<file path="src/rtl/pwb_pointer.sv">
module pwb_pointer #(
  parameter int ADDR_W = 11,
  parameter int IDX_W  = 4
) (
  input  logic                    clk,
  input  logic                    rst,
  input  logic                    load,
  input  logic [ADDR_W-1:0]       addr_in,
  input  logic                    adv,
  output logic [ADDR_W-IDX_W-1:0] page_cur,
  output logic [IDX_W-1:0]        idx_cur
);
  localparam int PAGE_W = ADDR_W - IDX_W;

  logic [PAGE_W-1:0] page_q;
  logic [IDX_W-1:0]  idx_q;

  // a load in this cycle takes effect for a push in the same cycle
  always_comb begin
    page_cur = load ? addr_in[ADDR_W-1:IDX_W] : page_q;
    idx_cur  = load ? addr_in[IDX_W-1:0]      : idx_q;
  end

  always_ff @(posedge clk) begin
    if (rst) begin
      page_q <= '0;
      idx_q  <= '0;
    end else begin
      page_q <= page_cur;
      idx_q  <= idx_cur + IDX_W'(adv);  // wraps inside the page
    end
  end
endmodule

</file>
<file path="src/rtl/pwb_latch.sv">
module pwb_latch #(
  parameter int LANES  = 16,
  parameter int DATA_W = 8,
  parameter int IDX_W  = 4
) (
  input  logic                    clk,
  input  logic                    rst,
  input  logic                    clr_pre,
  input  logic                    wr,
  input  logic [IDX_W-1:0]        wr_idx,
  input  logic [DATA_W-1:0]       wr_data,
  input  logic                    clr_post,
  output logic [LANES*DATA_W-1:0] data_cur,
  output logic [LANES-1:0]        valid_cur
);
  logic [DATA_W-1:0] mem [LANES];
  logic [LANES-1:0]  vld_q;

  for (genvar i = 0; i < LANES; i++) begin : g_lane
    logic hit;
    assign hit = wr && (wr_idx == IDX_W'(i));
    assign data_cur[i*DATA_W +: DATA_W] = hit ? wr_data : mem[i];
    assign valid_cur[i] = hit | (vld_q[i] & ~clr_pre);
  end

  always_ff @(posedge clk) begin
    if (wr) mem[wr_idx] <= wr_data;
  end

  always_ff @(posedge clk) begin
    if (rst)           vld_q <= '0;
    else if (clr_post) vld_q <= '0;
    else               vld_q <= valid_cur;
  end
endmodule

</file>
<file path="src/rtl/pwb_timer.sv">
module pwb_timer #(
  parameter int CYCLES = 1000,
  parameter int CNT_W  = $clog2(CYCLES + 1)
) (
  input  logic clk,
  input  logic rst,
  input  logic start,
  output logic busy
);
  logic [CNT_W-1:0] cnt_q;

  always_ff @(posedge clk) begin
    if (rst) begin
      busy  <= 1'b0;
      cnt_q <= '0;
    end else if (start) begin
      busy  <= 1'b1;
      cnt_q <= CNT_W'(CYCLES - 1);
    end else if (busy) begin
      if (cnt_q == '0) busy <= 1'b0;
      else             cnt_q <= cnt_q - 1'b1;
    end
  end
endmodule

</file>
<file path="src/rtl/pwb_engine.sv">
module pwb_engine #(
  parameter int ADDR_W      = 11,
  parameter int PAGE_BYTES  = 16,
  parameter int DATA_W      = 8,
  parameter int BUSY_CYCLES = 1000
) (
  input  logic                                  clk,
  input  logic                                  rst,
  input  logic                                  addr_load,
  input  logic [ADDR_W-1:0]                     addr_in,
  input  logic                                  byte_push,
  input  logic [DATA_W-1:0]                     byte_data,
  input  logic                                  xfer_stop,
  input  logic                                  wr_protect,
  output logic                                  busy,
  output logic                                  arr_we,
  output logic [ADDR_W-$clog2(PAGE_BYTES)-1:0]  arr_page,
  output logic [PAGE_BYTES*DATA_W-1:0]          arr_data,
  output logic [PAGE_BYTES-1:0]                 arr_mask
);
  localparam int IDX_W  = $clog2(PAGE_BYTES);
  localparam int PAGE_W = ADDR_W - IDX_W;
  localparam int LINE_W = PAGE_BYTES * DATA_W;

  logic              load_ok, push_ok, stop_ok, commit_go;
  logic [PAGE_W-1:0] page_cur;
  logic [IDX_W-1:0]  idx_cur;
  logic [LINE_W-1:0] data_cur;
  logic [PAGE_BYTES-1:0] valid_cur;

  // strobes are refused for the whole programming window
  assign load_ok = addr_load & ~busy;
  assign push_ok = byte_push & ~busy;
  assign stop_ok = xfer_stop & ~busy;
  assign commit_go = stop_ok & (|valid_cur) & ~wr_protect;

  pwb_pointer #(.ADDR_W(ADDR_W), .IDX_W(IDX_W)) u_ptr (
    .clk(clk), .rst(rst), .load(load_ok), .addr_in(addr_in),
    .adv(push_ok), .page_cur(page_cur), .idx_cur(idx_cur)
  );

  pwb_latch #(.LANES(PAGE_BYTES), .DATA_W(DATA_W), .IDX_W(IDX_W)) u_lat (
    .clk(clk), .rst(rst), .clr_pre(load_ok), .wr(push_ok),
    .wr_idx(idx_cur), .wr_data(byte_data), .clr_post(stop_ok),
    .data_cur(data_cur), .valid_cur(valid_cur)
  );

  pwb_timer #(.CYCLES(BUSY_CYCLES)) u_tmr (
    .clk(clk), .rst(rst), .start(commit_go), .busy(busy)
  );

  always_ff @(posedge clk) begin
    if (rst) begin
      arr_we   <= 1'b0;
      arr_page <= '0;
      arr_data <= '0;
      arr_mask <= '0;
    end else begin
      arr_we <= commit_go;
      if (commit_go) begin
        arr_page <= page_cur;
        arr_data <= data_cur;
        arr_mask <= valid_cur;
      end else begin
        arr_mask <= '0;
      end
    end
  end
endmodule

</file>
<file path="config.mk">
export PLATFORM = sky130hd
export DESIGN_NAME = pwb_engine
export DESIGN_NICKNAME = d
export VERILOG_FILES = /design/src/rtl/pwb_pointer.sv /design/src/rtl/pwb_latch.sv /design/src/rtl/pwb_timer.sv /design/src/rtl/pwb_engine.sv
export SDC_FILE = /design/constraint.sdc
export NUM_CORES = 1
export LEC_CHECK = 0
export BUFFER_PORTS_ARGS = -buffer_cell sky130_fd_sc_hd__buf_2
export CAP_MARGIN = 20
export CORE_MARGIN = 2
export CORE_UTILIZATION = 60
export DETAILED_ROUTE_END_ITERATION = 7
export PLACE_DENSITY = 0.83
export SYNTH_ARGS = -nofsm -noshare
export SYNTH_HDL_FRONTEND = slang
export SYNTH_SLANG_ARGS = --single-unit
</file>
<file path="constraint.sdc">
create_clock -name clk -period 5.8 [get_ports clk]
set_input_delay 1.16 -clock clk [delete_from_list [all_inputs] [get_ports clk]]
set_output_delay 1.16 -clock clk [all_outputs]
set_load 0.01 [all_outputs]
</file>
==> summary.md, run 1 <==
| Metric | Value |
|---|---|
| Result of the run | `completed` |
| H-tree level count | `1` |
| # IOs | `178` |
| Input/output buffers | `177` |
| Slew @ Worst Pin | `1.014 ns` |
| Antenna-violating nets left | `0` |
| Initial core utilization | `61.55%` |
| Post-Synthesis Cells | `1022` |
| Die width | `148.8 µm` |
| Number of synthesized register bits | `318` |
| Max-cap viol count | `0` |
| Largest net degree at the start of global routing | `100` |
| Die Area | `22130 µm²` |
| Unrepaired setup endpoints after global routing | `false` |
| Slew Limit Fails | `0` |
| Synth area leader | `edfxtp_1` |
| Most common cell after layout, fill and taps aside | `dfxtp_1` |
| CP Cell Sequence | `buf_2 > nand2b_1 > mux2i_1 > a221oi_1 > o211ai_2 > o31a_2 > buf_12 > o221a_1` |
| Vias | `8630` |
| Worst r2r dst | `arr_data[82]$_SDFFE_PP0P_` |
| Ys async rst share | `0%` |
| Final worst path period share | `71.29%` |
| YS warnings | `0` |
| Core Area | `20430 µm²` |
| Crit path depth | `8` |
| CP Capture Type | `register` |
| RR Startpoint | `u_tmr.busy$_SDFF_PP0_` |
| P per Cell Area | `371.4 nW/µm²` |
| Crit path max fanout | `95` |
| Final setup TNS | `0 ns` |
| TritonCTS clock tree | `done` |
| Worst Hold Slack | `0.4625 ns` |
| Worst VDD drop | `0.3313 mV` |
| Synth Flop Type | `dfxtp_1` |
| CP Data Required Time | `6.29 ns` |
| Largest delay contributor family on the critical path | `compound AO/OA/AOI/OAI gates` |
| # Post-CTS Setup Buffers | `0` |
| CP peak stage delay | `0.74 ns` |
| Leading post-synthesis cells by cell area | `edfxtp_1 (31%), dfxtp_1 (30%), mux2i_1 (11%)` |
| # setup viols final | `0` |
| Synth cell types | `42` |
| Area growth from synthesis to layout | `15.62%` |
| # hold bufs at CTS | `0` |
| Diode count | `0` |
| Fin cells | `1448` |
| CTS buffer count | `31` |
| Clk slew on worst S/H paths | `0.06 ns` |
| Final hold vios | `0` |
| GP Congestion | `0.8578` |
| Clk_skew | `0.01003 ns` |
| Final #Nets | `1179` |
| Crit path time final | `4.135 ns` |
| WL per Instance | `19.78 µm` |
| Buf/Inv on CP | `2` |
| Drt pass-1 iters | `7` |
| Initial antenna violation count | `0` |
| Tot GR Track Use | `25.53%` |
| Dpl cells | `1390` |
| Seq/Total Area, Yosys | `60.82%` |
| R2R Setup Slk | `1.75 ns` |
| Hold WC Path Type | `register to register` |
| Row count | `52` |
| Crit path to | `arr_data[82]$_SDFFE_PP0P_` |
| Worst reg2reg path depth | `7` |
| Crit path max-delay cell type | `o31a_2` |
| Critical path launch point type | `input pin` |
| Clock tree buffer depth | `3` |
| Synthesized area | `12570 µm²` |
| Critical setup path kind | `input pin to register` |
| Vias in the first global route | `8320` |
| Wirelength, routed | `28640 µm` |
| Syn_nets | `1048` |
| Via/cell ratio | `5.960` |
| Leakage | `6.047 nW` |
| CTS sink count | `318` |
| Die H | `148.8 µm` |
| Syn avg cell area | `12.30 µm²` |
| Post-synth top area share | `30.57%` |
| DRC viols | `0` |
| First-pass GRT wire length | `45180 µm` |
| Grt total ovfl | `0` |
| Post-DP HPWL | `16660 µm` |
| Layout cell share with drive strength beyond 1 | `25.13%` |
| Clock Root Buffer | `clkbuf_16` |
| Tot Pwr | `5.399 mW` |
| Worst endpoint data arrival time | `4.63 ns` |
| Post-CTS sizing | `0` |
| Crit path launch | `addr_load` |
| Initial drt markers | `643` |
| Worst skew pair latency | `0.55 ns` |
| HP Start | `u_ptr.page_q[1]$_SDFF_PP0_` |
| Relative slew margins | `32.42%` |
| Most frequent cells in the layout | `dfxtp_1 (190), buf_2 (177), nand2_1 (167), mux2i_1 (135), edfxtp_1 (128)` |
| EDFF count, synth | `128` |
| Fmax | `0.2419 GHz` |
-- layout make-up --
| class | count | area (µm²) |
|---|---|---|
| sequential | 318 | 7647 |
| fill | 1427 | 5891 |
| multi-input combinational | 595 | 4481 |
| tap | 270 | 337.8 |
| timing repair buffer | 188 | 993.5 |
| clock buffer | 46 | 943.4 |
| clock inverter | 12 | 62.56 |
| inverter | 19 | 73.82 |
-- synth_stat cells (2+ instances only) --
cell type and count:
clkbuf_1 55, nor2b_1 8, nor2_1 34, mux2_4 2
o21ai_0 4, buf_2 27, mux2_2 9, buf_4 2
a221oi_1 3, a32oi_1 2, mux2i_1 135, a21oi_1 31
inv_2 5, nor4_1 6, inv_1 14, o22ai_1 3
nand2_1 167, nand2b_1 7, o221a_1 98, buf_1 4
buf_6 2, a311o_1 2, dfxtp_1 190, xor2_1 4
a211oi_1 6, xnor2_1 7, nand3b_1 2, nor3_1 12
nand3_1 12, edfxtp_1 128, o221a_2 30
-- tightest hold or removal path, stage by stage (launching register included) --
cell and delay [ns]:
dfxtp_1 0.30, nand2_1 0.05, a21oi_1 0.07
-- how the worst min path moves through the flow --
| stage | end | slack, ns | depth (start not counted) |
|---|---|---|---|
| global route | u_ptr.page_q[6]$_SDFF_PP0_ | 0.49 | 2 |
| floorplan | u_ptr.page_q[0]$_SDFF_PP0_ | 0.44 | 2 |
| detailed placement | u_ptr.page_q[1]$_SDFF_PP0_ | 0.45 | 2 |
| finish | u_ptr.page_q[1]$_SDFF_PP0_ | 0.46 | 2 |
| global placement | u_ptr.page_q[0]$_SDFF_PP0_ | 0.45 | 2 |
| CTS | u_ptr.page_q[1]$_SDFF_PP0_ | 0.46 | 2 |
-- state kept, by name, indices dropped and copies added, names as in the netlist --
name,count
u_lat.mem,128
arr_page,7
u_ptr.page_q,7
arr_we,1
arr_data,128
u_tmr.busy,1
u_lat.vld_q,16
arr_mask,16
u_tmr.cnt_q,10
u_ptr.idx_q,4
-- per-layer routing --
layer,global-route usage [%],part of all wire [%]
met1,35.38,44
met2,41.46,47
met3,4.557,6.2
met4,7.857,2.5
met5,0,0
-- report_power, final --
| group | internal (mW) | total [mW] | switching, mW |
|---|---|---|---|
| clock network | 1.12 | 1.94 | 0.817 |
| logic | 0.322 | 0.860 | 0.538 |
| registers | 2.50 | 2.60 | 0.103 |
| total | 3.94 | 5.40 | 1.46 |
-- cells by family (layout without fill, tap and decap cells) --
| group | count (synthesis) | after routing | share of synthesized area, % |
|---|---|---|---|
| mux | 147 | 147 | 11.90 |
| compound gates | 182 | 182 | 14.14 |
| buf+inv | 109 | 265 | 3.701 |
| simple gates | 254 | 254 | 8.577 |
| xor+xnor | 11 | 11 | 0.7662 |
| fa+ha+maj | 1 | 1 | 0.09949 |
| flops | 318 | 318 | 60.82 |
-- metrics by stage --
stage	cell area [µm²]	setup slack, ns	util [%]
CTS	14540	1.751	71.17
global route	14540	1.451	71.17
global placement	13530	1.277	66.24
detailed placement	13530	1.186	66.24
finish	14540	1.665	71.17
floorplan	12570	2.353	-
Note: power is estimated with default switching activity, not from simulation.
==> inputs of run 2 (changes only) <==
--- a/config.mk
+++ b/config.mk
@@ -8,9 +8,9 @@
 export BUFFER_PORTS_ARGS = -buffer_cell sky130_fd_sc_hd__buf_2
 export CAP_MARGIN = 20
 export CORE_MARGIN = 2
-export CORE_UTILIZATION = 60
+export CORE_UTILIZATION = 57
 export DETAILED_ROUTE_END_ITERATION = 7
-export PLACE_DENSITY = 0.83
+export PLACE_DENSITY = 0.79
 export SYNTH_ARGS = -nofsm -noshare
 export SYNTH_HDL_FRONTEND = slang
 export SYNTH_SLANG_ARGS = --single-unit
==> constraint.sdc (replaced) <==
create_clock -name clk -period 4.3 [get_ports clk]
set_input_delay 0.86 -clock clk [delete_from_list [all_inputs] [get_ports clk]]
set_output_delay 0.86 -clock clk [all_outputs]
set_load 0.01 [all_outputs]
==> run 2 against run 1 <==
Against the previous run: core utilization is 3.7 points lower; first-iteration DRC count up 9.0%; clock skew up 0.0061 ns; sequential share of layout area shrank 0.47 points; register-to-register slack lost 0.87 ns; cell count rose by 1.1%; worst hold slack got worse by 0.0064 ns; highest routed layer unchanged; largest cell class unchanged; setup slack lost 0.79 ns; largest power group unchanged; global-route usage down 0.75 points; wire length up 2.3%; critical endpoint is now arr_data[83]$_SDFFE_PP0P_.
==> summary.md, run 2 (synthesized netlist as in run 1, its figures left out) <==
| Metric | Value |
|---|---|
| CP Capture Type | `register` |
| Cell Area, Placed | `13590 µm² (+0.39%)` |
| Vias in the first global route | `8213 (-1.3%)` |
| # IOs | `178 (unchanged)` |
| Initial core utilization | `57.80% (-3.8 points)` |
| GP Congestion | `0.8765 (+2.2%)` |
| CTS buffer count | `34 (+9.7%)` |
| Crit path time final | `3.423 ns` |
| Critical path launch point type | `register` |
| DRC viols | `0 (unchanged)` |
| Clock Root Buffer | `clkbuf_16` |
| Die Area | `23270 µm² (+5.1%)` |
| Final hold vios | `0 (unchanged)` |
| CP Data Required Time | `4.73 ns (-1.56 ns)` |
| Core Area | `21760 µm² (+6.5%)` |
| H-tree level count | `2 (+1)` |
| Worst endpoint data arrival time | `3.85 ns (-0.78 ns)` |
| Final worst path period share | `79.60%` |
| # Post-CTS Setup Buffers | `0 (unchanged)` |
| Most frequent cells in the layout | `dfxtp_1 (190), buf_2 (177), nand2_1 (167), mux2i_1 (135), edfxtp_1 (128)` |
| CTS sink count | `318 (unchanged)` |
| Largest registers | `arr_data (128), u_lat.mem (128)` |
| WL per Instance | `20.01 µm (+1.2%)` |
| Vias | `8512 (-1.4%)` |
| First-pass GRT wire length | `46650 µm (+3.3%)` |
| Slew @ Worst Pin | `0.8426 ns (-0.1711 ns)` |
| Die width | `152.5 µm (+2.5%)` |
| Unrepaired setup endpoints after global routing | `false` |
| Initial antenna violation count | `0 (unchanged)` |
| Final setup TNS | `0 ns (unchanged)` |
| Worst Hold Slack | `0.4561 ns (-0.006386 ns)` |
| Most common cell after layout, fill and taps aside | `dfxtp_1` |
| Crit path max fanout | `71 (-25%)` |
| Result of the run | `completed` |
| Grt total ovfl | `0 (unchanged)` |
| Max-cap viol count | `0 (unchanged)` |
| Area growth from synthesis to layout | `16.67%` |
| P per Cell Area | `510.7 nW/µm² (+38%)` |
| TritonCTS clock tree | `done` |
| Wirelength, routed | `29290 µm (+2.3%)` |
| Design area | `14670 µm² (+0.90%)` |
| Initial drt markers | `701 (+9.0%)` |
| Via/cell ratio | `5.814 (-2.4%)` |
| Dpl ws | `0.5536 ns (-0.6321 ns)` |
| Diode count | `0 (unchanged)` |
| Input/output buffers | `177 (unchanged)` |
| Critical setup path kind | `register to register` |
| CP Cell Sequence | `nand2b_1 > mux2i_1 > a221oi_1 > o211ai_2 > o31a_2 > buf_4 > o221a_1` |
| Slew Limit Fails | `0 (unchanged)` |
| Largest net degree at the start of global routing | `102 (+2.0%)` |
| Drt pass-1 iters | `5 (-2)` |
| Clk slew on worst S/H paths | `0.06 ns (about the same)` |
| Die H | `152.5 µm (+2.5%)` |
| Clock tree buffer depth | `3 (unchanged)` |
| Clk_skew | `0.01616 ns (+0.006135 ns)` |
| Hold WC Path Type | `register to register` |
| Crit path max-delay cell type | `nand2b_1` |
| Final #Nets | `1184 (+0.42%)` |
| Tot GR Track Use | `24.78% (-0.75 points)` |
| Row count | `54 (+3.8%)` |
| Post-DP HPWL | `17110 µm (+2.7%)` |
| # setup viols final | `0 (unchanged)` |
| Layout cell share with drive strength beyond 1 | `24.83% (-0.30 points)` |
| Antenna-violating nets left | `0 (unchanged)` |
| Fmax | `0.2922 GHz` |
| Worst VDD drop | `0.3229 mV (-2.5%)` |
| CP peak stage delay | `0.61 ns (-0.13 ns)` |
| Setup slack after layout | `0.8772 ns (-0.7881 ns)` |
| # hold bufs at CTS | `0 (unchanged)` |
| Relative slew margins | `43.83% (+11 points)` |
| Leakage | `6.090 nW (+0.71%)` |
| Post-CTS sizing | `0 (unchanged)` |
| Worst skew pair latency | `0.50 ns (-0.05 ns)` |
| Fill count | `1612 (+13%)` |
## run 2: area by class of cell
| cell class | instances | area, µm² | share of cell area (%) |
|---|---|---|---|
| clock buffers | 55 | 1054 | 7.181 |
| clock inverters | 7 | 31.28 | 0.2132 |
| repair buffers | 190 | 1033 | 7.045 |
| well taps | 280 | 350.3 | 2.388 |
| flip-flops and latches | 318 | 7647 | 52.13 |
| inverters | 19 | 73.82 | 0.5032 |
| multi-input cells | 595 | 4481 | 30.54 |
## run 2: critical path, delay by kind of cell, from the launching register on
| kind | cells | cell delay [ns] |
|---|---|---|
| AO/OA/AOI/OAI | 4 | 1.02 |
| buffers and inverters | 1 | 0.59 |
| flip-flops | 1 | 0.50 |
| multiplexers | 1 | 0.54 |
| AND/OR/NAND/NOR | 1 | 0.61 |
## run 2: worst paths after layout
| check | from | to | slack [ns] | depth (start not counted) |
|---|---|---|---|---|
| worst min register to register | u_ptr.page_q[6]$_SDFF_PP0_ | u_ptr.page_q[6]$_SDFF_PP0_ | 0.46 | 2 |
| worst min-delay path | u_ptr.page_q[6]$_SDFF_PP0_ | u_ptr.page_q[6]$_SDFF_PP0_ | 0.46 | 2 |
| worst max register to register | u_tmr.busy$_SDFF_PP0_ | arr_data[83]$_SDFFE_PP0P_ | 0.88 | 7 |
| worst max-delay path | u_tmr.busy$_SDFF_PP0_ | arr_data[83]$_SDFFE_PP0P_ | 0.88 | 7 |
## run 2: metrics by stage
step | power [mW] | util (%) | instances
final | 7.493 | 67.43 | 1464
after global routing | 7.781 | 67.43 | 1464
after CTS | 7.536 | 67.43 | 1464
after detailed placement | 4.748 | 62.45 | 1402
after global placement | 4.725 | 62.45 | 1402
after floorplan | 4.334 | - | 1022
## run 2: power breakdown
group | total, mW | switching (mW) | internal (mW) | leakage [nW]
clock | 2.80 | 1.13 | 1.68 | 0.534
combinational | 1.18 | 0.735 | 0.448 | 2.85
sequential | 3.51 | 0.137 | 3.37 | 2.71
total | 7.49 | 2.00 | 5.50 | 6.09
## run 2: routing by layer
metal | GRT usage, % | wire length, µm | up-vias
met1 | 35.35 | 13210 | 4130
met5 | 0 | 0 | -
met2 | 39.62 | 13820 | 276
met3 | 4.465 | 1745 | 38
li1 | - | - | 4068
met4 | 6.393 | 514 | 0
==> inputs of run 3 (changes only) <==
==> constraint.sdc (replaced) <==
create_clock -name clk -period 3.33 [get_ports clk]
set_input_delay 0.666 -clock clk [delete_from_list [all_inputs] [get_ports clk]]
set_output_delay 0.666 -clock clk [all_outputs]
set_load 0.01 [all_outputs]
==> run 3 against run 2 <==
Against the previous run: sequential share of layout area rose by 0.33 points; non-clock buffer count grew 11; setup slack got worse by 0.52 ns; design area decreased by 0.63%; wire length shrank 1.3%; critical path depth up 1; die area unchanged; count of clock-buffer cells in the layout decreased by 8; combinational power grew 31%; first-iteration DRC count shrank 13%; sequential cell count did not move; clock skew up 0.0020 ns.
==> summary.md, run 3 (synthesized netlist as in run 1, its figures left out) <==
| Metric | Value |
|---|---|
| Result of the run | `completed` |
| Clock Root Buffer | `clkbuf_16` |
| P_sw | `2.493 mW (+25%)` |
| Wirelength, routed | `28930 µm (-1.3%)` |
| Fin cells | `1469 (+0.34%)` |
| Worst Hold Depth | `3 (+1)` |
| Unrepaired setup endpoints after global routing | `false` |
| RR Startpoint | `u_tmr.busy$_SDFF_PP0_` |
| Critical setup path kind | `register to register` |
| Comb power frac | `16.6% (+0.8 points)` |
| Layout cell share with drive strength beyond 1 | `24.73% (-0.10 points)` |
| Core Area | `21760 µm² (unchanged)` |
| Worst endpoint data arrival time | `3.39 ns (-0.46 ns)` |
| Largest net degree at the start of global routing | `109 (+6.9%)` |
| Tot Pwr | `9.248 mW (+23%)` |
| Die Area | `23270 µm² (unchanged)` |
| Fmax | `0.3369 GHz (+15%)` |
| P per Cell Area | `634.4 nW/µm² (+24%)` |
| Most common cell after layout, fill and taps aside | `dfxtp_1` |
| Clock tree buffer depth | `3 (unchanged)` |
| Clk_skew | `0.01815 ns (+0.001984 ns)` |
| # setup viols final | `0 (unchanged)` |
| H-tree level count | `1 (-1)` |
| Final setup TNS | `0 ns (unchanged)` |
| Hold WC Path Type | `input pin to register` |
| Design area | `14580 µm² (-0.63%)` |
| Relative slew margins | `44.17% (+0.34 points)` |
| Post-DP HPWL | `17300 µm (+1.1%)` |
| Most frequent cells in the layout | `dfxtp_1 (190), buf_2 (177), nand2_1 (167), mux2i_1 (135), edfxtp_1 (128)` |
| Cell Area, Placed | `13670 µm² (+0.61%)` |
| WL per Instance | `19.69 µm (-1.6%)` |
| Grt total ovfl | `0 (unchanged)` |
| Initial core utilization | `57.80% (unchanged)` |
| Int Pwr | `6.755 mW (+23%)` |
| Vias in the first global route | `8333 (+1.5%)` |
| # hold bufs at CTS | `0 (unchanged)` |
| Post-CTS sizing | `0 (unchanged)` |
| CP Capture Type | `register` |
| Die width | `152.5 µm (unchanged)` |
| Largest registers | `arr_data (128), u_lat.mem (128)` |
| Slew Limit Fails | `0 (unchanged)` |
| Worst reg2reg path depth | `8 (+1)` |
| Initial antenna violation count | `0 (unchanged)` |
| GP Congestion | `0.8655 (-1.3%)` |
| CTS sink count | `318 (unchanged)` |
| Final worst path period share | `89.14% (+9.5 points)` |
| TritonCTS clock tree | `done` |
| Drt pass-1 iters | `5 (unchanged)` |
| Switching share of power | `26.96% (+0.30 points)` |
| Input/output buffers | `177 (unchanged)` |
| DRC viols | `0 (unchanged)` |
| Final #Nets | `1191 (+0.59%)` |
| Final hold vios | `0 (unchanged)` |
| Worst VDD drop | `0.3529 mV (+9.3%)` |
| Max-cap viol count | `0 (unchanged)` |
| Initial drt markers | `613 (-13%)` |
| Die H | `152.5 µm (unchanged)` |
| # Post-CTS Setup Buffers | `0 (unchanged)` |
| Leakage | `6.051 nW (-0.65%)` |
| Crit path time final | `2.968 ns (-0.4546 ns)` |
| Critical path launch point type | `register` |
| First-pass GRT wire length | `46010 µm (-1.4%)` |
| Worst skew pair latency | `0.55 ns (+0.05 ns)` |
| Dpl cells | `1413 (+0.78%)` |
| Area growth from synthesis to layout | `15.93%` |
| Antenna-violating nets left | `0 (unchanged)` |
| Row count | `54 (unchanged)` |
| CP Data Required Time | `3.75 ns (-0.98 ns)` |
| Clk slew on worst S/H paths | `0.07 ns (about the same)` |
| Clk network pwr share | `34.4% (-3.0 points)` |
| Crit path max fanout | `108 (+52%)` |
| HP Start | `addr_in[7]` |
| Slew @ Worst Pin | `0.8354 ns (-0.007152 ns)` |
| # IOs | `178 (unchanged)` |
| Diode count | `0 (unchanged)` |
| Seq pwr share | `49.0% (+2.2 points)` |
| Vias | `8641 (+1.5%)` |
| Crit path launch | `u_tmr.busy$_SDFF_PP0_` |
| Tot GR Track Use | `24.24% (-0.54 points)` |
| Via/cell ratio | `5.882 (+1.2%)` |
| Worst Hold Slack | `0.3698 ns (-0.08627 ns)` |
| CTS buffer count | `30 (-12%)` |
==> run 3: cell count changes in the layout (fill, tap and decap cells not counted) <==
cell / before / now
clkbuf_8: 6 / 1
buf_4: 9 / 20
bufinv_16: 0 / 1
clkinv_1: 3 / 5
clkbuf_1: 12 / 15
clkinv_2: 4 / 3
clkbuf_16: 37 / 31
==> run 3: worst paths after layout <==
check / end / slack (ns)
worst max register to register: arr_data[36]$_SDFFE_PP0P_ / 0.36
worst max-delay path: arr_data[36]$_SDFFE_PP0P_ / 0.36
worst min register to register: u_ptr.page_q[3]$_SDFF_PP0_ / 0.46
worst min-delay path: u_ptr.page_q[3]$_SDFF_PP0_ / 0.37
==> run 3: final cells by class <==
| cell class | count | area (µm²) |
|---|---|---|
| fillers | 1676 | 7178 |
| flip-flops and latches | 318 | 7647 |
| well taps | 280 | 350.3 |
| clock inverters | 9 | 63.81 |
| repair buffers | 201 | 1116 |
| clock buffers | 47 | 845.8 |
| multi-input cells | 595 | 4481 |
| inverters | 19 | 73.82 |
==> run 3: critical path: stages, from the launching register on <==
cell and delay, ns:
dfxtp_1 0.53, nand2b_1 0.26, buf_4 0.29, mux2i_1 0.13, a221oi_1 0.38, o211ai_2 0.21, o31a_2 0.35, buf_12 0.21
o221a_1 0.35
==> run 3: power by group through the flow <==
| stage | registers (mW) | clock network [mW] | logic (mW) |
|---|---|---|---|
| 6_report | 4.53 | 3.18 | 1.54 |
| 2_1_floorplan | 4.67 | 0 | 0.922 |
| 4_1_cts | 4.53 | 3.22 | 1.54 |
| 3_5_place_dp | 4.61 | 0 | 1.54 |
| 3_3_place_gp | 4.61 | 0 | 1.50 |
| 5_1_grt | 4.56 | 3.39 | 1.67 |
==> run 3: layer usage <==
layer,part of all wire (%),track usage [%],vias up
li1,-,-,4086
met1,45,34.50,4219
met2,46,38.55,283
met3,6.0,4.039,53
met4,2.7,7.451,0
met5,0,0,-
==> run 3: stage by stage <==
| stage | utilization, % | setup slack, ns |
|---|---|---|
| 2_1_floorplan | - | 0.3770 |
| 3_3_place_gp | 62.82 | 0.2373 |
| 3_5_place_dp | 62.82 | 0.2361 |
| 4_1_cts | 67.01 | 0.4400 |
| 5_1_grt | 67.01 | 0.2418 |
| 6_report | 67.01 | 0.3618 |
